[config.mk]
export PLATFORM = sky130hd
export DESIGN_NAME = adc_seq_ctrl
export DESIGN_NICKNAME = d
export VERILOG_FILES = /design/src/rtl/adc_seq_pkg.sv /design/src/rtl/adc_seq_runbit.sv /design/src/rtl/adc_seq_acqtimer.sv /design/src/rtl/adc_seq_fsm.sv /design/src/rtl/adc_seq_ctrl.sv
export SDC_FILE = /design/constraint.sdc
export NUM_CORES = 1
export LEC_CHECK = 0
export BUFFER_PORTS_ARGS = -buffer_cell sky130_fd_sc_hd__buf_2
export CORE_UTILIZATION = 25
export DETAILED_ROUTE_END_ITERATION = 8
export HOLD_SLACK_MARGIN = 0.03
export PLACE_DENSITY = 0.56
export SLEW_MARGIN = 20
export SYNTH_ARGS = -nofsm -noshare
export SYNTH_HDL_FRONTEND = slang
export SYNTH_SLANG_ARGS = --single-unit
[constraint.sdc]
create_clock -name clk -period 1.68 [get_ports clk]
set_input_delay 0.336 -clock clk [delete_from_list [all_inputs] [get_ports clk]]
set_output_delay 0.336 -clock clk [all_outputs]
set_load 0.005 [all_outputs]
[src/rtl/adc_seq_pkg.sv]
package adc_seq_pkg;

  typedef enum logic [1:0] {
    ST_IDLE = 2'd0,
    ST_ACQ  = 2'd1,
    ST_CONV = 2'd2,
    ST_NEXT = 2'd3
  } seq_state_e;

  // Effective last slot: requests beyond the table are pinned to its end.
  function automatic int unsigned clamp_slot(int unsigned req, int unsigned slots);
    return (req >= slots) ? (slots - 1) : req;
  endfunction

  // Slot following cur; wraps to 0 after the last slot.
  function automatic int unsigned advance_slot(int unsigned cur, int unsigned last);
    return (cur >= last) ? 0 : (cur + 1);
  endfunction

  // Entry phase of a slot: wait first only when a wait length is programmed.
  function automatic seq_state_e entry_state(logic wait_needed);
    return wait_needed ? ST_ACQ : ST_CONV;
  endfunction

endpackage

[src/rtl/adc_seq_runbit.sv]
module adc_seq_runbit (
  input  logic clk,
  input  logic rst_n,
  input  logic wr,
  input  logic wdata,
  input  logic halt,
  output logic run_q,
  output logic stop_q,
  output logic launch_q
);

  logic accept_start;
  logic accept_stop;

  assign accept_start = wr && wdata && !run_q && !halt;
  assign accept_stop  = wr && !wdata && run_q && !halt;

  always_ff @(posedge clk or negedge rst_n) begin
    if (!rst_n) begin
      run_q    <= 1'b0;
      stop_q   <= 1'b0;
      launch_q <= 1'b0;
    end else begin
      launch_q <= accept_start;
      if (halt) begin
        run_q  <= 1'b0;
        stop_q <= 1'b0;
      end else begin
        if (accept_start) run_q  <= 1'b1;
        if (accept_stop)  stop_q <= 1'b1;
      end
    end
  end

endmodule

[src/rtl/adc_seq_acqtimer.sv]
module adc_seq_acqtimer #(
  parameter int ACQ_W = 8
) (
  input  logic             clk,
  input  logic             rst_n,
  input  logic             load,
  input  logic [ACQ_W-1:0] load_val,
  input  logic             active,
  output logic             expire
);

  localparam logic [ACQ_W-1:0] ONE = ACQ_W'(1);

  logic [ACQ_W-1:0] cnt_q;

  assign expire = active && (cnt_q == ONE);

  always_ff @(posedge clk or negedge rst_n) begin
    if (!rst_n) begin
      cnt_q <= '0;
    end else if (load) begin
      cnt_q <= load_val;
    end else if (active && (cnt_q != '0)) begin
      cnt_q <= cnt_q - ONE;
    end
  end

endmodule

[src/rtl/adc_seq_fsm.sv]
module adc_seq_fsm
  import adc_seq_pkg::*;
#(
  parameter int SLOTS  = 24,
  parameter int SLOT_W = 5
) (
  input  logic              clk,
  input  logic              rst_n,
  input  logic              run,
  input  logic              stop_req,
  input  logic              cont_mode,
  input  logic [SLOT_W-1:0] last_slot,
  input  logic              wait_needed,
  input  logic              acq_expire,
  input  logic              conv_done,
  output seq_state_e        state_q,
  output logic [SLOT_W-1:0] slot_q,
  output logic              timer_load,
  output logic              halt
);

  seq_state_e        state_d;
  logic [SLOT_W-1:0] slot_d;
  logic [SLOT_W-1:0] last_eff;
  logic [SLOT_W-1:0] slot_after;
  logic              at_last;

  assign last_eff   = SLOT_W'(clamp_slot(32'(last_slot), SLOTS));
  assign slot_after = SLOT_W'(advance_slot(32'(slot_q), 32'(last_eff)));
  assign at_last    = (slot_q >= last_eff);

  always_comb begin
    state_d = state_q;
    slot_d  = slot_q;
    halt    = 1'b0;
    unique case (state_q)
      ST_IDLE: begin
        if (stop_req) begin
          halt = 1'b1;
        end else if (run) begin
          slot_d  = '0;
          state_d = entry_state(wait_needed);
        end
      end
      ST_ACQ: begin
        if (stop_req) begin
          halt    = 1'b1;
          state_d = ST_IDLE;
        end else if (acq_expire) begin
          state_d = ST_CONV;
        end
      end
      ST_CONV: begin
        if (conv_done) begin
          if (stop_req) begin
            halt    = 1'b1;
            state_d = ST_IDLE;
          end else begin
            state_d = ST_NEXT;
          end
        end
      end
      ST_NEXT: begin
        if (stop_req || (at_last && !cont_mode)) begin
          halt    = 1'b1;
          state_d = ST_IDLE;
        end else begin
          slot_d  = slot_after;
          state_d = entry_state(wait_needed);
        end
      end
      default: state_d = ST_IDLE;
    endcase
  end

  assign timer_load = (state_d == ST_ACQ) && (state_q != ST_ACQ);

  always_ff @(posedge clk or negedge rst_n) begin
    if (!rst_n) begin
      state_q <= ST_IDLE;
      slot_q  <= '0;
    end else begin
      state_q <= state_d;
      slot_q  <= slot_d;
    end
  end

endmodule

[src/rtl/adc_seq_ctrl.sv]
module adc_seq_ctrl
  import adc_seq_pkg::*;
#(
  parameter int SLOTS  = 24,
  parameter int ACQ_W  = 8,
  parameter int SLOT_W = $clog2(SLOTS)
) (
  input  logic              clk,
  input  logic              rst_n,
  input  logic              ctl_wr,
  input  logic              ctl_wdata,
  input  logic              cont_mode,
  input  logic [SLOT_W-1:0] last_slot,
  input  logic [ACQ_W-1:0]  acq_len,
  input  logic              conv_done,
  output logic              busy,
  output logic              start_pulse,
  output logic              conv_req,
  output logic              acq_wait,
  output logic [SLOT_W-1:0] slot_idx
);

  // Named internal events, visible to the bound checker.
  logic              run_bit;
  logic              stop_pending;
  logic              fsm_halt;
  logic              timer_load;
  logic              acq_expire;
  logic              wait_needed;
  seq_state_e        state;
  logic [SLOT_W-1:0] slot;

  assign wait_needed = (acq_len != '0);

  adc_seq_runbit u_runbit (
    .clk      (clk),
    .rst_n    (rst_n),
    .wr       (ctl_wr),
    .wdata    (ctl_wdata),
    .halt     (fsm_halt),
    .run_q    (run_bit),
    .stop_q   (stop_pending),
    .launch_q (start_pulse)
  );

  adc_seq_acqtimer #(.ACQ_W(ACQ_W)) u_timer (
    .clk      (clk),
    .rst_n    (rst_n),
    .load     (timer_load),
    .load_val (acq_len),
    .active   (state == ST_ACQ),
    .expire   (acq_expire)
  );

  adc_seq_fsm #(.SLOTS(SLOTS), .SLOT_W(SLOT_W)) u_fsm (
    .clk         (clk),
    .rst_n       (rst_n),
    .run         (run_bit),
    .stop_req    (stop_pending),
    .cont_mode   (cont_mode),
    .last_slot   (last_slot),
    .wait_needed (wait_needed),
    .acq_expire  (acq_expire),
    .conv_done   (conv_done),
    .state_q     (state),
    .slot_q      (slot),
    .timer_load  (timer_load),
    .halt        (fsm_halt)
  );

  assign busy     = run_bit;
  assign conv_req = (state == ST_CONV);
  assign acq_wait = (state == ST_ACQ);
  assign slot_idx = slot;

endmodule

==> run metrics <==
synthesis-to-layout area growth 53.9%; Crit path top cell by count mux2_4; number of antenna cells inserted 0; Pre-antenna DRT Iters 4; Hold Crit Depth 2; GRT overflow 0; CP required 1820 ps; worst skew pair latency 260 ps; DR DRC count 0; max incr delay on CP 390 ps; CP max-delay cell dfrtp_1; Die X 71.9 microns; Core ar. 4720 sq um; top cells by area, synth dfrtp_1, ha_1, mux2_2, a21oi_1, nand2_1; Yosys warning total 0; Total Routed Length 3.28 mm; placer's final routability congestion estimate 0.745; post-synthesis async set-or-reset flop share 1.00; unrepaired setup endpoints after global routing yes; WP data arrival 1920 ps; setup violators final 7; FF-to-FF Start u_timer.cnt_q[1]; max cap viols 0; clk slew on worst S/H paths 80 ps; DRT iter0 DRCs 40; Primary FF master, synth dfrtp_1; Least-Margin Pin Slew 433 ps; TritonCTS clock tree done; post-synthesis average cell area 9.24 sq um; GRT Util Overall 0.135; placed insts 255; critical path peak fanout 3; top-count cell post-synth dfrtp_1; Initial Util 0.258; cell taking the most area after synthesis dfrtp_1; cell area after synthesis 1220 sq um; ratio of routed vias to standard cells 4.60; Max Freq ~0.56 GHz; Syn Nets 159; largest net degree at the start of global routing 19; Hold Path End u_timer.cnt_q[0]; worst reg2reg path endpoint u_timer.cnt_q[6]; sequential fraction of the synthesis area 0.369; Slew Viols, Final 0; Site Rows 25; Final #Nets around 220; synth unique cells 34; CTS Root Buffer Type clkbuf_8; CTS Buf Count 3; dpl ws -355 ps; fin crit share 1.06; setup ws final -96.0 ps; register bit total from synthesis 18; Leak about 0.91 nW; clock sink total 18; reg2reg path depth 7; Top Ports 28; status complete, but fails checks; Final ANT Viol Nets 0; Tmin final 1780 ps; share of layout cells above drive strength 1 0.477; via count around 1200; Bufs and invs on worst path 1; Slew headroom 0.712; vias in the first global route between 1000 and 1500; first-pass GRT wire length 5.46 mm; CP Capture Type register; Power per Cell Area between 1000 and 1500 nW/um^2; Fin. Hold Viols 0; EDFF count, synth 0; WS Path Type register to register; die height 71.9 microns; setup slack, reg-to-reg -100 ps; Synth Instances 132; initial antenna violation count 0; worst min path class input port to register; synth cell count leaders dfrtp_1, nand2_1, a21oi_1; Cell Chain, Critical Path inv_2 > ha_4 > nor3b_4 > nand2_2 > nor3_2 > mux2_4 > mux2_4; crit-path leading delay family multiplexers; Critical Path Source Type register; min-delay src acq_len[0]; worst vdd ir slightly below 0.5 mV; routed len/inst 12.5 microns; Layout Skew 4.85 ps; Port Buffer Count 27; post-synth top area share 0.369; DIE AREA 5160 sq um; H-tree levels 1; hold_ws between 300 and 400 ps; post-route insts no fill 262; CTS Buffer Depth 2; failing checks negative setup slack; post-DP HPWL 2.44 mm
[routing by layer]
metal,global-route usage,share of wire
met2,0.219,0.49
met5,0,0
met4,0.0327,0.0067
met3,0.0169,0.027
met1,0.190,0.48
[cell usage in the layout (no fill, tap or decap), types with 2 or more instances in the layout]
master | synthesis | routed
buf_4 | 0 | 31
buf_2 | 2 | 27
dfrtp_1 | 18 | 18
nand2_1 | 14 | 12
a21oi_1 | 11 | 9
o21ai_0 | 8 | 6
nor3_1 | 9 | 6
ha_1 | 8 | 6
nor2_1 | 5 | 5
inv_1 | 6 | 4
and2_1 | 4 | 4
nand3_1 | 4 | 4
mux2_4 | 0 | 4
clkbuf_8 | 0 | 4
a21oi_2 | 1 | 3
nor2b_1 | 4 | 3
a21o_1 | 3 | 3
mux2_2 | 6 | 3
inv_2 | 0 | 2
nor4_1 | 3 | 2
nor3b_1 | 3 | 2
nand2b_1 | 3 | 2
nand2_2 | 0 | 2
nor3_2 | 0 | 2
or4_1 | 2 | 2
o2bb2ai_1 | 3 | 2
ha_4 | 0 | 2
[through the flow]
stage	cell area, sq um	total power, mW	util	TNS (ps)
floorplan	1230	1.36	-	-678
global placement	1670	1.78	0.354	-4310
detailed placement	1670	1.81	0.354	-4410
CTS	1810	2.32	0.383	-606
global route	1880	2.59	0.398	-1330
finish	1880	2.40	0.398	-383
[area by class of cell]
class / instances / area [sq um]
fillers: 491 / 2850
multi-input cells: 107 / 877
flip-flops and latches: 18 / 450
repair buffers: 60 / 389
well taps: 67 / 83.8
clock buffers: 4 / 55.1
inverters: 6 / 22.5
[worst reg2reg max path: stages (launching register included)]
cell and delay, ps:
dfrtp_1 390, inv_2 80, ha_4 140, nor3b_4 210
nand2_2 90, nor3_2 180, mux2_4 320, mux2_4 250
[cell families (layout without fill, tap and decap cells)]
kind of cell    count (synthesis)  count (layout)  share of synthesized area
simple gates                   56              56                      0.256
compound gates                 32              33                      0.176
flops                          18              18                      0.369
mux                             9               9                     0.0820
fa+ha+maj                       8               8                     0.0821
buf+inv                         8              70                     0.0267
xor+xnor                        1               1                    0.00718
[where the power goes]
group / total [mW] / internal (mW) / switching (mW) / leakage [nW]
Combinational: 1.27 / 0.716 / 0.559 / 0.653
Sequential: 0.758 / 0.582 / 0.176 / 0.229
Clock: 0.365 / 0.208 / 0.157 / 0.0288
[state kept, by name, summed over array words and instances (netlist names)]
register / cells
u_runbit.stop_q: 1
u_runbit.launch_q: 1
u_timer.cnt_q: 8
u_runbit.run_q: 1
u_fsm.state_q: 2
u_fsm.slot_q: 5
[worst max-delay path by stage]
stage,cells past startpoint,slack [ps],endpoint,startpoint
2_1_floorplan,7,-110,u_timer.cnt_q[0],last_slot[4]
3_3_place_gp,8,-350,u_timer.cnt_q[6],last_slot[4]
3_5_place_dp,8,-360,u_timer.cnt_q[3],last_slot[4]
4_1_cts,7,-80,u_timer.cnt_q[7],u_fsm.slot_q[0]
6_report,7,-100,u_timer.cnt_q[6],u_timer.cnt_q[1]
5_1_grt,7,-170,u_timer.cnt_q[6],u_timer.cnt_q[0]
[what timing repair did]
action | CTS | global route
gates resized for setup | 14 | 13
cloned | 1 | 0
setup endpoints to repair | 12 | 17
pin swaps | 10 | 8
hold endpoints to repair | 18 | 0
buffers inserted | 1 | 1
hold buffers | 1 | 0
Power figures use the tool's default switching activity.
